--- config.mk ---
export PLATFORM = sky130hd
export DESIGN_NAME = spi_port
export DESIGN_NICKNAME = d
export VERILOG_FILES = /design/src/rtl/spi_port_pkg.sv /design/src/rtl/spi_port_regs.sv /design/src/rtl/spi_port_clkdiv.sv /design/src/rtl/spi_port_shift.sv /design/src/rtl/spi_port.sv
export SDC_FILE = /design/constraint.sdc
export NUM_CORES = 1
export LEC_CHECK = 0
export ABC_AREA = 1
export BUFFER_PORTS_ARGS = -buffer_cell sky130_fd_sc_hd__buf_2
export CORE_ASPECT_RATIO = 0.7
export CORE_MARGIN = 2
export CORE_UTILIZATION = 50
export CTS_CLUSTER_DIAMETER = 200
export DETAILED_ROUTE_END_ITERATION = 7
export PLACE_DENSITY = 0.8
export REMOVE_ABC_BUFFERS = 1
export SYNTH_ARGS = -nofsm -noshare
export SYNTH_HDL_FRONTEND = slang
export SYNTH_SLANG_ARGS = --single-unit
--- constraint.sdc ---
create_clock -name clk_i -period 4 [get_ports clk_i]
set_clock_uncertainty 0.05 [all_clocks]
set_input_delay 0.6 -clock clk_i [delete_from_list [all_inputs] [get_ports clk_i]]
set_output_delay 0.6 -clock clk_i [all_outputs]
set_load 0.01 [all_outputs]
--- src/rtl/spi_port_pkg.sv ---
package spi_port_pkg;

  localparam int unsigned DIV_MAX    = 128;
  localparam int unsigned HALF_CNT_W = $clog2(DIV_MAX / 2);

  typedef struct packed {
    logic       irq_en;
    logic       pin_en;
    logic       div_off;
    logic       master;
    logic       cpol;
    logic       cpha;
    logic [1:0] rate;
  } ctrl_t;

  // log2 of the SCK half period in system clocks, from {div_off, rate}
  function automatic logic [2:0] half_log2(input logic [2:0] code);
    case (code)
      3'b100, 3'b101: half_log2 = 3'd1;
      3'b000:         half_log2 = 3'd2;
      3'b001:         half_log2 = 3'd3;
      3'b110:         half_log2 = 3'd4;
      3'b010:         half_log2 = 3'd5;
      default:        half_log2 = 3'd6;
    endcase
  endfunction

endpackage

--- src/rtl/spi_port_regs.sv ---
module spi_port_regs
  import spi_port_pkg::*;
(
  input  logic       clk_i,
  input  logic       rst_ni,
  input  logic       wr_i,
  input  logic [7:0] wdata_i,
  input  logic       fault_set_i,
  input  logic       done_set_i,
  input  logic [1:0] clr_i,
  output ctrl_t      ctrl_o,
  output logic       done_o,
  output logic       fault_o
);

  ctrl_t ctrl_q;
  logic  done_q, fault_q;

  always_ff @(posedge clk_i or negedge rst_ni) begin
    if (!rst_ni) begin
      ctrl_q  <= '0;
      done_q  <= 1'b0;
      fault_q <= 1'b0;
    end else begin
      if (wr_i) ctrl_q <= ctrl_t'(wdata_i);
      // hardware override wins over a same-cycle write
      if (fault_set_i) begin
        ctrl_q.pin_en <= 1'b0;
        ctrl_q.master <= 1'b0;
      end
      if (done_set_i)    done_q <= 1'b1;
      else if (clr_i[0]) done_q <= 1'b0;
      if (fault_set_i)   fault_q <= 1'b1;
      else if (clr_i[1]) fault_q <= 1'b0;
    end
  end

  assign ctrl_o  = ctrl_q;
  assign done_o  = done_q;
  assign fault_o = fault_q;

endmodule

--- src/rtl/spi_port_clkdiv.sv ---
module spi_port_clkdiv
  import spi_port_pkg::*;
#(
  parameter int unsigned CNT_W = HALF_CNT_W
) (
  input  logic       clk_i,
  input  logic       rst_ni,
  input  logic       run_i,
  input  logic [2:0] code_i,
  output logic       tick_o
);

  logic [CNT_W-1:0] cnt_q;
  logic [CNT_W-1:0] lim;

  always_comb begin
    lim    = CNT_W'((32'd1 << half_log2(code_i)) - 32'd1);
    tick_o = run_i && (cnt_q == lim);
  end

  always_ff @(posedge clk_i or negedge rst_ni) begin
    if (!rst_ni)               cnt_q <= '0;
    else if (!run_i || tick_o) cnt_q <= '0;
    else                       cnt_q <= cnt_q + CNT_W'(1);
  end

endmodule

--- src/rtl/spi_port_shift.sv ---
module spi_port_shift #(
  parameter int unsigned DATA_W = 8
) (
  input  logic              clk_i,
  input  logic              rst_ni,
  input  logic              mst_i,
  input  logic              slv_i,
  input  logic              cpha_i,
  input  logic              load_i,
  input  logic [DATA_W-1:0] tx_i,
  input  logic              tick_i,
  input  logic              sck_edge_i,
  input  logic              sel_i,
  input  logic              miso_i,
  input  logic              mosi_i,
  output logic              busy_o,
  output logic              lvl_o,
  output logic              ser_o,
  output logic [DATA_W-1:0] rx_o,
  output logic              done_o
);

  localparam int unsigned EDGES = 2 * DATA_W;
  localparam int unsigned EC_W  = $clog2(EDGES);

  logic [EC_W-1:0]   ecnt_q;
  logic [DATA_W-1:0] tx_q, rx_q;
  logic [DATA_W-2:0] rx_sh_q;
  logic              busy_q, lvl_q;
  logic              edge_s, in_bit, cap, launch, last_edge, active;

  always_comb begin
    active    = (mst_i && busy_q) || (slv_i && sel_i);
    edge_s    = mst_i ? (busy_q && tick_i) : (slv_i && sel_i && sck_edge_i);
    in_bit    = mst_i ? miso_i : mosi_i;
    cap       = edge_s && (ecnt_q[0] == cpha_i);
    // first transition of a frame never shifts: bit MSB is already presented
    launch    = edge_s && (ecnt_q[0] != cpha_i) && (ecnt_q != '0);
    last_edge = ecnt_q == EC_W'(EDGES - 1);
    done_o    = cap && (ecnt_q[EC_W-1:1] == (EC_W-1)'(DATA_W - 1));
  end

  always_ff @(posedge clk_i or negedge rst_ni) begin
    if (!rst_ni) begin
      ecnt_q  <= '0;
      lvl_q   <= 1'b0;
      busy_q  <= 1'b0;
      tx_q    <= '0;
      rx_sh_q <= '0;
      rx_q    <= '0;
    end else begin
      if (!active) begin
        ecnt_q <= '0;
        lvl_q  <= 1'b0;
      end else if (edge_s) begin
        ecnt_q <= last_edge ? '0 : ecnt_q + EC_W'(1);
        lvl_q  <= ~lvl_q;
      end

      if (load_i)      tx_q <= tx_i;
      else if (launch) tx_q <= {tx_q[DATA_W-2:0], 1'b0};

      if (!mst_i)                     busy_q <= 1'b0;
      else if (load_i)                busy_q <= 1'b1;
      else if (edge_s && last_edge)   busy_q <= 1'b0;

      if (cap)    rx_sh_q <= {rx_sh_q[DATA_W-3:0], in_bit};
      if (done_o) rx_q    <= {rx_sh_q, in_bit};
    end
  end

  assign busy_o = busy_q;
  assign lvl_o  = lvl_q;
  assign ser_o  = tx_q[DATA_W-1];
  assign rx_o   = rx_q;

endmodule

--- src/rtl/spi_port.sv ---
module spi_port
  import spi_port_pkg::*;
#(
  parameter int unsigned DATA_W      = 8,
  parameter int unsigned SYNC_STAGES = 2
) (
  input  logic              clk_i,
  input  logic              rst_ni,
  input  logic              ctrl_wr_i,
  input  logic [7:0]        ctrl_wdata_i,
  output logic [7:0]        ctrl_o,
  input  logic              data_wr_i,
  input  logic [DATA_W-1:0] data_wdata_i,
  output logic [DATA_W-1:0] data_o,
  input  logic [1:0]        flag_clr_i,
  output logic              done_o,
  output logic              fault_o,
  output logic              irq_o,
  input  logic              ss_ni,
  input  logic              sck_i,
  output logic              sck_o,
  output logic              sck_oe_o,
  input  logic              mosi_i,
  output logic              mosi_o,
  output logic              mosi_oe_o,
  input  logic              miso_i,
  output logic              miso_o,
  output logic              miso_oe_o
);

  // {ss_n, sck, mosi} synchronizer chain
  logic [2:0] sync_q [SYNC_STAGES];
  logic       sck_prev_q;
  logic       ss_s, sck_s, mosi_s, sck_edge;

  always_ff @(posedge clk_i or negedge rst_ni) begin
    if (!rst_ni) begin
      for (int i = 0; i < SYNC_STAGES; i++) sync_q[i] <= 3'b100;
      sck_prev_q <= 1'b0;
    end else begin
      sync_q[0] <= {ss_ni, sck_i, mosi_i};
      for (int i = 1; i < SYNC_STAGES; i++) sync_q[i] <= sync_q[i-1];
      sck_prev_q <= sck_s;
    end
  end

  assign ss_s     = sync_q[SYNC_STAGES-1][2];
  assign sck_s    = sync_q[SYNC_STAGES-1][1];
  assign mosi_s   = sync_q[SYNC_STAGES-1][0];
  assign sck_edge = sck_s ^ sck_prev_q;

  ctrl_t ctrl;
  logic  mst, slv, busy, tick, lvl, ser, done_pulse, fault_set, load;

  assign mst       = ctrl.pin_en && ctrl.master;
  assign slv       = ctrl.pin_en && !ctrl.master;
  assign fault_set = ctrl.master && !ss_s;
  assign load      = data_wr_i && (mst ? !busy : (slv && ss_s));

  spi_port_regs u_regs (
    .clk_i       (clk_i),
    .rst_ni      (rst_ni),
    .wr_i        (ctrl_wr_i),
    .wdata_i     (ctrl_wdata_i),
    .fault_set_i (fault_set),
    .done_set_i  (done_pulse),
    .clr_i       (flag_clr_i),
    .ctrl_o      (ctrl),
    .done_o      (done_o),
    .fault_o     (fault_o)
  );

  spi_port_clkdiv u_div (
    .clk_i  (clk_i),
    .rst_ni (rst_ni),
    .run_i  (mst && busy),
    .code_i ({ctrl.div_off, ctrl.rate}),
    .tick_o (tick)
  );

  spi_port_shift #(.DATA_W(DATA_W)) u_shift (
    .clk_i      (clk_i),
    .rst_ni     (rst_ni),
    .mst_i      (mst),
    .slv_i      (slv),
    .cpha_i     (ctrl.cpha),
    .load_i     (load),
    .tx_i       (data_wdata_i),
    .tick_i     (tick),
    .sck_edge_i (sck_edge),
    .sel_i      (!ss_s),
    .miso_i     (miso_i),
    .mosi_i     (mosi_s),
    .busy_o     (busy),
    .lvl_o      (lvl),
    .ser_o      (ser),
    .rx_o       (data_o),
    .done_o     (done_pulse)
  );

  assign ctrl_o    = ctrl;
  assign irq_o     = ctrl.irq_en && (done_o || fault_o);
  assign sck_o     = mst ? (ctrl.cpol ^ lvl) : ctrl.cpol;
  assign sck_oe_o  = mst;
  assign mosi_o    = ser;
  assign mosi_oe_o = mst;
  assign miso_o    = ser;
  assign miso_oe_o = slv && !ss_s;

endmodule

==> metrics.md, run 1 <==
| Metric | Value |
|---|---|
| Most common cell on crit path | `sky130_fd_sc_hd__nand2_1` |
| TritonRoute pass-1 iters | `5` |
| Maximum buffer depth of the clock tree | `2` |
| Post-CTS resize count | `0` |
| Number of instances in the synthesized netlist | `298` |
| DRT iter0 DRCs | `138` |
| Insertion delay of the later-clocked pin in the worst-skew pair | `roughly 0.31 ns` |
| Final Wtd Congestion | `0.895` |
| Maximum clock frequency | `434 MHz` |
| CP bufs+invs | `1` |
| DRC | `0` |
| Floorplan die area | `around 0.0055 sq mm` |
| WL/cell | `between 10 and 15 microns` |
| Number of vias per cell | `roughly 5` |
| Required time at the worst-slack endpoint | `4.20 ns` |
| YS warnings | `0` |
| Via count of the routed design | `2048` |
| Number of pins with negative max-slew slack in the final report | `0` |
| Element type at the critical path end | `flip-flop` |
| Flops & latches, synth | `52` |
| Unrepaired setup endpoints after global routing | `no` |
| Result of the run | `finished clean` |
| CTS tree | `yes` |
| Crit path cell chain | `inv_2, nand2_1, ha_1, nand2_1, nand2_1, nand3_1, nor2_2, nand3_1, nand2_2, nand2_2, nand2_2, nand2_1, nand2_1` |
| Net count, final | `378` |
| Growth of design area from synthesis to finish | `15.0%` |
| Die outline height | `around 63 microns` |
| Slew Limit Headroom | `0.480` |
| Slowest CP cell | `sky130_fd_sc_hd__dfrtp_1` |
| Number of distinct library cell variants in the gate-level netlist after synthesis | `26` |
| Part of the Yosys area used for sequential elements | `0.532` |
| Power per unit of standard cell area | `just under 400 mW/mm^2` |
| Measured slew at the worst slew-check pin | `0.777 ns` |
| Final Hold Violating Endpoints | `0` |
| First-pass GRT wire length | `8070 microns` |
| Mean post-synth cell area | `8.22 sq um` |
| Clock-pin slew on the worst setup and hold paths | `around 0.08 ns` |
| H-tree depth | `2` |
| Filler cells | `456` |
| Setup crit start kind | `flip-flop` |
| Setup TNS | `0 ns` |
| Overall routing resource usage | `0.190` |
| Largest stage delay on the critical path | `0.44 ns` |
| Leakage | `~1.5 nW` |
| Shortest period the worst path allows | `2.30 ns` |
| Final core utilization | `0.592` |
| Hold/Removal Path Class | `reg -> reg` |
| Cell family contributing the most delay on the critical path | `simple AND/OR/NAND/NOR gates` |
| Highest ir drop seen on vdd | `about 0.00019 V` |
| Classification of the worst setup path | `reg -> reg` |
| Largest driver fanout on the critical path | `23` |
| Post-route clock period utilization | `0.575` |
| Final wirelength | `4790 microns` |
| Total standard cell area after synthesis | `0.00245 sq mm` |
| Total area of multi-input combinational cells | `972 sq um` |
| Top-Level Pins | `51` |
| Remaining global-route overflow | `0` |
| Die outline width | `87.6 microns` |
| Hold-fix buffer count after cts | `0` |
| Num CTS Buffers | `5` |
| Dpl hpwl | `3490 microns` |
| Root Buffer | `sky130_fd_sc_hd__clkbuf_8` |
| Initial Util | `0.515` |
| Arrival time of the worst setup path | `2.50 ns` |
| Buffer count from post-CTS setup fixing | `0` |
| Final-report setup violation count | `0` |
| Port Buffer Count | `50` |
| Clk sink count | `52` |
| Total of max-cap violations | `0` |
| Vias in the first global route | `1820` |
| Number of antenna violations at the first check in global routing | `0` |
| Proportion of layout cells with a drive suffix above 1 | `0.195` |
| Area of the core | `0.00476 sq mm` |
| Largest net degree at the start of global routing | `37` |
| Number of antenna diodes | `0` |
| Tot Pwr | `approximately 1.1 mW` |
| # rows | `21` |
| Remaining number of nets flagged by the antenna check after routing | `0` |
| Sequential cell area in the final layout | `0.00130 sq mm` |
[Yosys cell counts]
cell | instances | area (sq um)
sky130_fd_sc_hd__a31oi_1 | 1 | 6.26
sky130_fd_sc_hd__nand2_2 | 4 | 25.0
sky130_fd_sc_hd__nand2_1 | 118 | 443
sky130_fd_sc_hd__o21ai_0 | 13 | 65.1
sky130_fd_sc_hd__o21ai_1 | 1 | 5.00
sky130_fd_sc_hd__xnor2_2 | 1 | 16.3
sky130_fd_sc_hd__a21boi_1 | 1 | 7.51
sky130_fd_sc_hd__a21oi_1 | 5 | 25.0
sky130_fd_sc_hd__inv_2 | 2 | 7.51
sky130_fd_sc_hd__and2_0 | 1 | 6.26
sky130_fd_sc_hd__nor2_1 | 15 | 56.3
sky130_fd_sc_hd__nand4_1 | 8 | 50.1
sky130_fd_sc_hd__nor2_2 | 1 | 6.26
sky130_fd_sc_hd__xor2_1 | 5 | 43.8
sky130_fd_sc_hd__inv_1 | 29 | 109
sky130_fd_sc_hd__ha_1 | 4 | 50.1
sky130_fd_sc_hd__buf_4 | 5 | 37.5
sky130_fd_sc_hd__clkbuf_1 | 2 | 7.51
sky130_fd_sc_hd__dfrtp_1 | 50 | 1250
sky130_fd_sc_hd__nor3b_1 | 2 | 15.0
sky130_fd_sc_hd__nor3_2 | 1 | 10.0
sky130_fd_sc_hd__dfstp_2 | 2 | 52.6
sky130_fd_sc_hd__nand3_4 | 1 | 17.5
sky130_fd_sc_hd__conb_1 | 1 | 3.75
sky130_fd_sc_hd__buf_6 | 1 | 11.3
sky130_fd_sc_hd__nand3_1 | 24 | 120
[metal layers]
| layer | track usage | vias to the layer above | wire [microns] |
|---|---|---|---|
| met1 | 0.271 | 966 | 2400 |
| li1 | - | 1031 | - |
| met4 | 0.0635 | 0 | 69 |
| met5 | 0 | - | 0 |
| met2 | 0.286 | 44 | 2110 |
| met3 | 0.0436 | 7 | 212 |
[state kept, by name (all words and copies together) (netlist names)]
signal           flops
mosi_s               1
u_shift.busy_o       1
sck_prev_q           1
ss_s                 1
u_regs.ctrl_o        8
sck_s                1
sync_q               3
u_regs.fault_o       1
u_regs.done_o        1
u_shift.rx_sh_q      7
u_div.cnt_q          6
u_shift.rx_o         8
u_shift.tx_q         8
u_shift.lvl_o        1
u_shift.ecnt_q       4
[placed cells by master (no fill, tap or decap), drive strengths merged]
cell / netlist / layout
nand2: 122 / 122
buf: 6 / 51
dfrtp: 50 / 50
inv: 31 / 31
nand3: 25 / 25
nor2: 16 / 16
o21ai: 14 / 14
nand4: 8 / 8
clkbuf: 2 / 8
xor2: 5 / 5
a21oi: 5 / 5
ha: 4 / 4
nor3b: 2 / 2
dfstp: 2 / 2
a21boi: 1 / 1
xnor2: 1 / 1
nor3: 1 / 1
and2: 1 / 1
a31oi: 1 / 1
conb: 1 / 1
[final cells by class]
type | instances | share of cell area
inverters | 31 | 0.0413
multi-input cells | 207 | 0.345
flip-flops and latches | 52 | 0.463
clock buffers | 8 | 0.0284
well taps | 69 | 0.0307
repair buffers | 51 | 0.0915
[metrics by stage]
stage | instance area, sq um | worst slack, ns | instances | hold slack [ns]
global route | 2820 | 1.48 | 418 | 0.311
finish | 2820 | 1.70 | 418 | 0.304
global placement | 2740 | 1.82 | 410 | 0.282
CTS | 2820 | 1.72 | 418 | 0.305
detailed placement | 2740 | 1.73 | 410 | 0.287
floorplan | 2390 | 1.96 | 290 | 0.254
[path summary, 6_finish.rpt]
kind                       slack [ns]                          end                    startpoint  cells after the start
min reg2reg                      0.30             mosi_s$_DFF_PN0_           sync_q[3]$_DFF_PN0_                      0
max                              1.70  u_shift.tx_q[4]$_DFFE_PN0P_  u_regs.ctrl_o[1]$_DFFE_PN0P_                     13
max reg2reg                      1.70  u_shift.tx_q[4]$_DFFE_PN0P_  u_regs.ctrl_o[1]$_DFFE_PN0P_                     13
min                              0.30             mosi_s$_DFF_PN0_           sync_q[3]$_DFF_PN0_                      0
max in group asynchronous        2.80               ss_s$_DFF_PN1_                        rst_ni                      2
min in group asynchronous        0.31    u_regs.done_o$_DFFE_PN0P_                        rst_ni                      1
[logic make-up after synthesis]
kind of cell / Yosys count / synth area share
buffers and inverters: 39 / 0.0705
xor gates and xnor gates: 6 / 0.0245
DFF: 52 / 0.532
and+or+nand+nor: 175 / 0.306
adders and majority gates: 4 / 0.0204
AOI/OAI and AO/OA: 21 / 0.0445
other: 1 / 0.00153
[report_power, final]
group / switching (mW) / internal (mW) / leakage [nW]
registers: 0.0402 / 0.583 / 0.684
logic: 0.111 / 0.0743 / 0.816
clock network: 0.162 / 0.125 / 0.0395
total: 0.313 / 0.782 / 1.54
(Power assumes the default switching activity.)
==> run 2, diff against run 1 <==
--- a/config.mk
+++ b/config.mk
@@ -5,7 +5,7 @@
 export SDC_FILE = /design/constraint.sdc
 export NUM_CORES = 1
 export LEC_CHECK = 0
-export ABC_AREA = 1
+export ABC_AREA = 0
 export BUFFER_PORTS_ARGS = -buffer_cell sky130_fd_sc_hd__buf_2
 export CORE_ASPECT_RATIO = 0.7
 export CORE_MARGIN = 2
==> constraint.sdc (replaced) <==
create_clock -name clk_i -period 2.15 [get_ports clk_i]
set_clock_uncertainty 0.05 [all_clocks]
set_input_delay 0.3225 -clock clk_i [delete_from_list [all_inputs] [get_ports clk_i]]
set_output_delay 0.3225 -clock clk_i [all_outputs]
set_load 0.01 [all_outputs]
==> run 2 against run 1 <==
  * Sequential cell count did not move
  * Combinational power is 110% higher
  * Critical path type unchanged
  * Hold slack got worse by 0.25 ns
  * The run now ends with setup timing left
  * Global-route usage up 1.3 points
  * Die area decreased by 3.1%
  * Maximum frequency down 2.8%
==> metrics.md, run 2 <==
| Metric | Value |
|---|---|
| Result of the run | `finished, violations left` |
| Failing checks | `setup timing` |
| Power per unit of standard cell area | `696 mW/mm^2 (+79%)` |
| Final-report setup violation count | `15 (+15)` |
| Die outline width | `86.2 microns (-1.6%)` |
| Dpl hpwl | `3430 microns (-1.6%)` |
| Growth of design area from synthesis to finish | `29.1%` |
| Most frequent cells in the layout | `sky130_fd_sc_hd__buf_2, sky130_fd_sc_hd__dfrtp_1, sky130_fd_sc_hd__nor2_1, sky130_fd_sc_hd__mux2_4` |
| Mean post-synth cell area | `11.4 sq um (+39%)` |
| Vias in the first global route | `1696 (-6.8%)` |
| Overall routing resource usage | `0.203 (+0.0134)` |
| Number of enable flip-flop cells after synthesis | `0 (unchanged)` |
| Number of distinct library cell variants in the gate-level netlist after synthesis | `37 (+42%)` |
| Leakage | `1.49 nW (-3.0%)` |
| Total standard cell area after synthesis | `0.00237 sq mm (-3.3%)` |
| Final Wtd Congestion | `0.819 (-8.5%)` |
| DRC | `0 (unchanged)` |
| Shortest period the worst path allows | `2.37 ns (+0.0658 ns)` |
| Unrepaired setup endpoints after global routing | `yes` |
| Highest ir drop seen on vdd | `0.000460 V (+140%)` |
| Net switching power | `0.579 mW (+85%)` |
| Insertion delay of the later-clocked pin in the worst-skew pair | `0.31 ns (about the same)` |
| Number of instances in the synthesized netlist | `207 (-31%)` |
| Maximum buffer depth of the clock tree | `2 (unchanged)` |
| Instance count after placement with tap cells included | `318 (-22%)` |
| Worst Reg-to-Reg Cells | `9 (-4)` |
| Setup TNS | `-2.19 ns (-2.19 ns)` |
| Primary flip-flop cell chosen by synthesis mapping | `sky130_fd_sc_hd__dfrtp_1` |
| Via count of the routed design | `1816 (-11%)` |
| Net count, final | `307 (-19%)` |
| Number of pins with negative max-slew slack in the final report | `0 (unchanged)` |
| # rows | `20 (-4.8%)` |
| Cell-internal power | `1.55 mW (+98%)` |
| H-tree depth | `2 (unchanged)` |
| Largest net degree at the start of global routing | `53 (+43%)` |
| Share of the synthesized area in the top cell type | `0.529 (+0.0176)` |
| Port Buffer Count | `50 (unchanged)` |
| TritonRoute pass-1 iters | `4 (-1)` |
| Hold/Removal Path Class | `in -> reg` |
| Flops & latches, synth | `52 (unchanged)` |
| Remaining global-route overflow | `0 (unchanged)` |
| Arrival time of the worst setup path | `2.51 ns (about the same)` |
| Top-Level Pins | `51 (unchanged)` |
| Clk sink count | `52 (unchanged)` |
| Final Hold Violating Endpoints | `0 (unchanged)` |
| Part of the Yosys area used for sequential elements | `0.551 (+0.0183)` |
| Initial Util | `0.531 (+0.0166)` |
| Smallest setup slack after layout | `-0.218 ns (-1.92 ns)` |
| Post-synthesis cell type with the largest combined area | `sky130_fd_sc_hd__dfrtp_1` |
| Number of antenna diodes | `0 (unchanged)` |
| Total of max-cap violations | `0 (unchanged)` |
| Element type at the critical path end | `flip-flop` |
| Switching Fraction | `0.272 (-0.0140)` |
| DRT iter0 DRCs | `92 (-33%)` |
| Number of cells on the worst hold path | `1 (+1)` |
| Required time at the worst-slack endpoint | `2.30 ns (-1.90 ns)` |
| Classification of the worst setup path | `reg -> reg` |
| Clock-pin slew on the worst setup and hold paths | `0.09 ns (about the same)` |
| Root Buffer | `sky130_fd_sc_hd__clkbuf_8` |
| First-pass GRT wire length | `8140 microns (+0.77%)` |
| Die outline height | `61.6 microns (-1.6%)` |
| Post-route clock period utilization | `1.10 (+0.526)` |
| Setup crit start kind | `flip-flop` |
| Part of the power in the clock network | `0.269 (+0.007)` |
| Maximum clock frequency | `422 MHz (-2.8%)` |
| Number of antenna violations at the first check in global routing | `0 (unchanged)` |
| Largest driver fanout on the critical path | `5 (-78%)` |
| Most common cell in the netlist | `sky130_fd_sc_hd__dfrtp_1` |
| Area of the core | `0.00445 sq mm (-6.3%)` |
| FFs w/ async S/R, synth | `1.00 (unchanged)` |
| WL/cell | `16.1 microns (+40%)` |
| Synth top cells by count | `sky130_fd_sc_hd__dfrtp_1, sky130_fd_sc_hd__nor2_1, sky130_fd_sc_hd__mux2_2` |
| Register share of total power | `0.547 (-0.022)` |
| Num CTS Buffers | `5 (unchanged)` |
| Layout Cells excl Fill | `333 (-20%)` |
| Filler cells | `311 (-32%)` |
| Proportion of layout cells with a drive suffix above 1 | `0.417 (+0.222)` |
| YS warnings | `0 (unchanged)` |
| Cells taking the most area after synthesis | `sky130_fd_sc_hd__dfrtp_1, sky130_fd_sc_hd__mux2_2, sky130_fd_sc_hd__mux2_4` |
| Floorplan die area | `0.00531 sq mm (-3.1%)` |
| Number of vias per cell | `5.45 (+11%)` |
| Remaining number of nets flagged by the antenna check after routing | `0 (unchanged)` |
| Final wirelength | `5360 microns (+12%)` |
| Fraction of power consumed by combinational cells | `0.185 (+0.015)` |
| CTS tree | `yes` |
run 2: changes by cell type after synthesis, sizes merged, moves of 4 or more:
cell,before,now
nand3,25,9
a31oi,1,9
xnor2,1,5
nor2,16,25
a21oi,5,13
nand4,8,0
nand2,122,12
mux2,0,22
inv,31,7
mux2i,0,4
run 2: area by class of cell:
type	count	area [sq um]	area share
flip-flops and latches	52	1300	0.427
inverters	7	26.3	0.00860
clock buffers	8	90.1	0.0295
well taps	55	68.8	0.0225
multi-input cells	141	1130	0.371
repair buffers	70	434	0.142
run 2: cells by family (layout without fill, tap and decap cells):
kind of cell,after synthesis,count (layout),share of synthesized area
simple gates,58,58,0.112
fa+ha+maj,4,4,0.0211
flops,52,52,0.551
other cells,1,1,0.00158
mux,26,26,0.134
xor+xnor,11,11,0.0407
buf+inv,15,85,0.0328
compound gates,40,41,0.107
run 2: worst max-delay path: stages (launching register included):
cell                       delay, ns
sky130_fd_sc_hd__dfrtp_1        0.39
sky130_fd_sc_hd__nand2b_4       0.15
sky130_fd_sc_hd__ha_4           0.16
sky130_fd_sc_hd__xor2_2         0.14
sky130_fd_sc_hd__xnor2_1        0.20
sky130_fd_sc_hd__and3b_2        0.26
sky130_fd_sc_hd__a31oi_4        0.09
sky130_fd_sc_hd__or3_4          0.37
sky130_fd_sc_hd__buf_6          0.15
sky130_fd_sc_hd__mux2_4         0.30
run 2: worst paths after layout:
path,startpoint,endpoint,slack [ns]
min in group asynchronous,rst_ni,u_regs.ctrl_o[0]$_DFFE_PN0P_,0.46
worst min-delay path,ss_ni,sync_q[5]$_DFF_PN1_,0.05
worst min register to register,sync_q[5]$_DFF_PN1_,ss_s$_DFF_PN1_,0.31
max in group asynchronous,rst_ni,ss_s$_DFF_PN1_,1.31
worst max register to register,u_regs.ctrl_o[1]$_DFFE_PN0P_,u_shift.rx_o[1]$_DFFE_PN0P_,-0.22
worst max-delay path,u_regs.ctrl_o[1]$_DFFE_PN0P_,u_shift.rx_o[1]$_DFFE_PN0P_,-0.22
run 2: metrics by stage:
stage	instance area (sq um)	utilization	hold WS (ns)	setup slack (ns)	total power, mW
floorplan	2320	-	-0.0231	-0.438	1.33
global placement	2750	0.618	0.282	-0.194	1.48
detailed placement	2750	0.618	0.287	-0.298	1.50
CTS	2930	0.657	0.0556	-0.199	2.09
global route	3060	0.686	0.0412	-0.290	2.24
finish	3060	0.686	0.0547	-0.218	2.13
run 2: metal layers:
metal | track usage | vias to the layer above | share of wire
met4 | 0.0625 | 0 | 0.019
li1 | - | 854 | -
met1 | 0.282 | 900 | 0.45
met5 | 0 | - | 0
met3 | 0.0509 | 9 | 0.052
met2 | 0.324 | 53 | 0.48
run 2: timing repair:
item / CTS / global route
hold buffers: 1 / 0
pin swaps: 4 / 5
hold endpoints to repair: 50 / 0
cloned: 1 / 1
gates resized for setup: 10 / 27
buffers inserted: 3 / 1
endpoints found under the setup margin: 16 / 25
run 2: power groups by stage:
stage / clock, mW / sequential, mW / combinational [mW]
detailed placement: 0 / 1.17 / 0.334
global route: 0.627 / 1.18 / 0.433
CTS: 0.578 / 1.15 / 0.359
global placement: 0 / 1.16 / 0.319
floorplan: 0 / 1.17 / 0.161
finish: 0.572 / 1.16 / 0.393
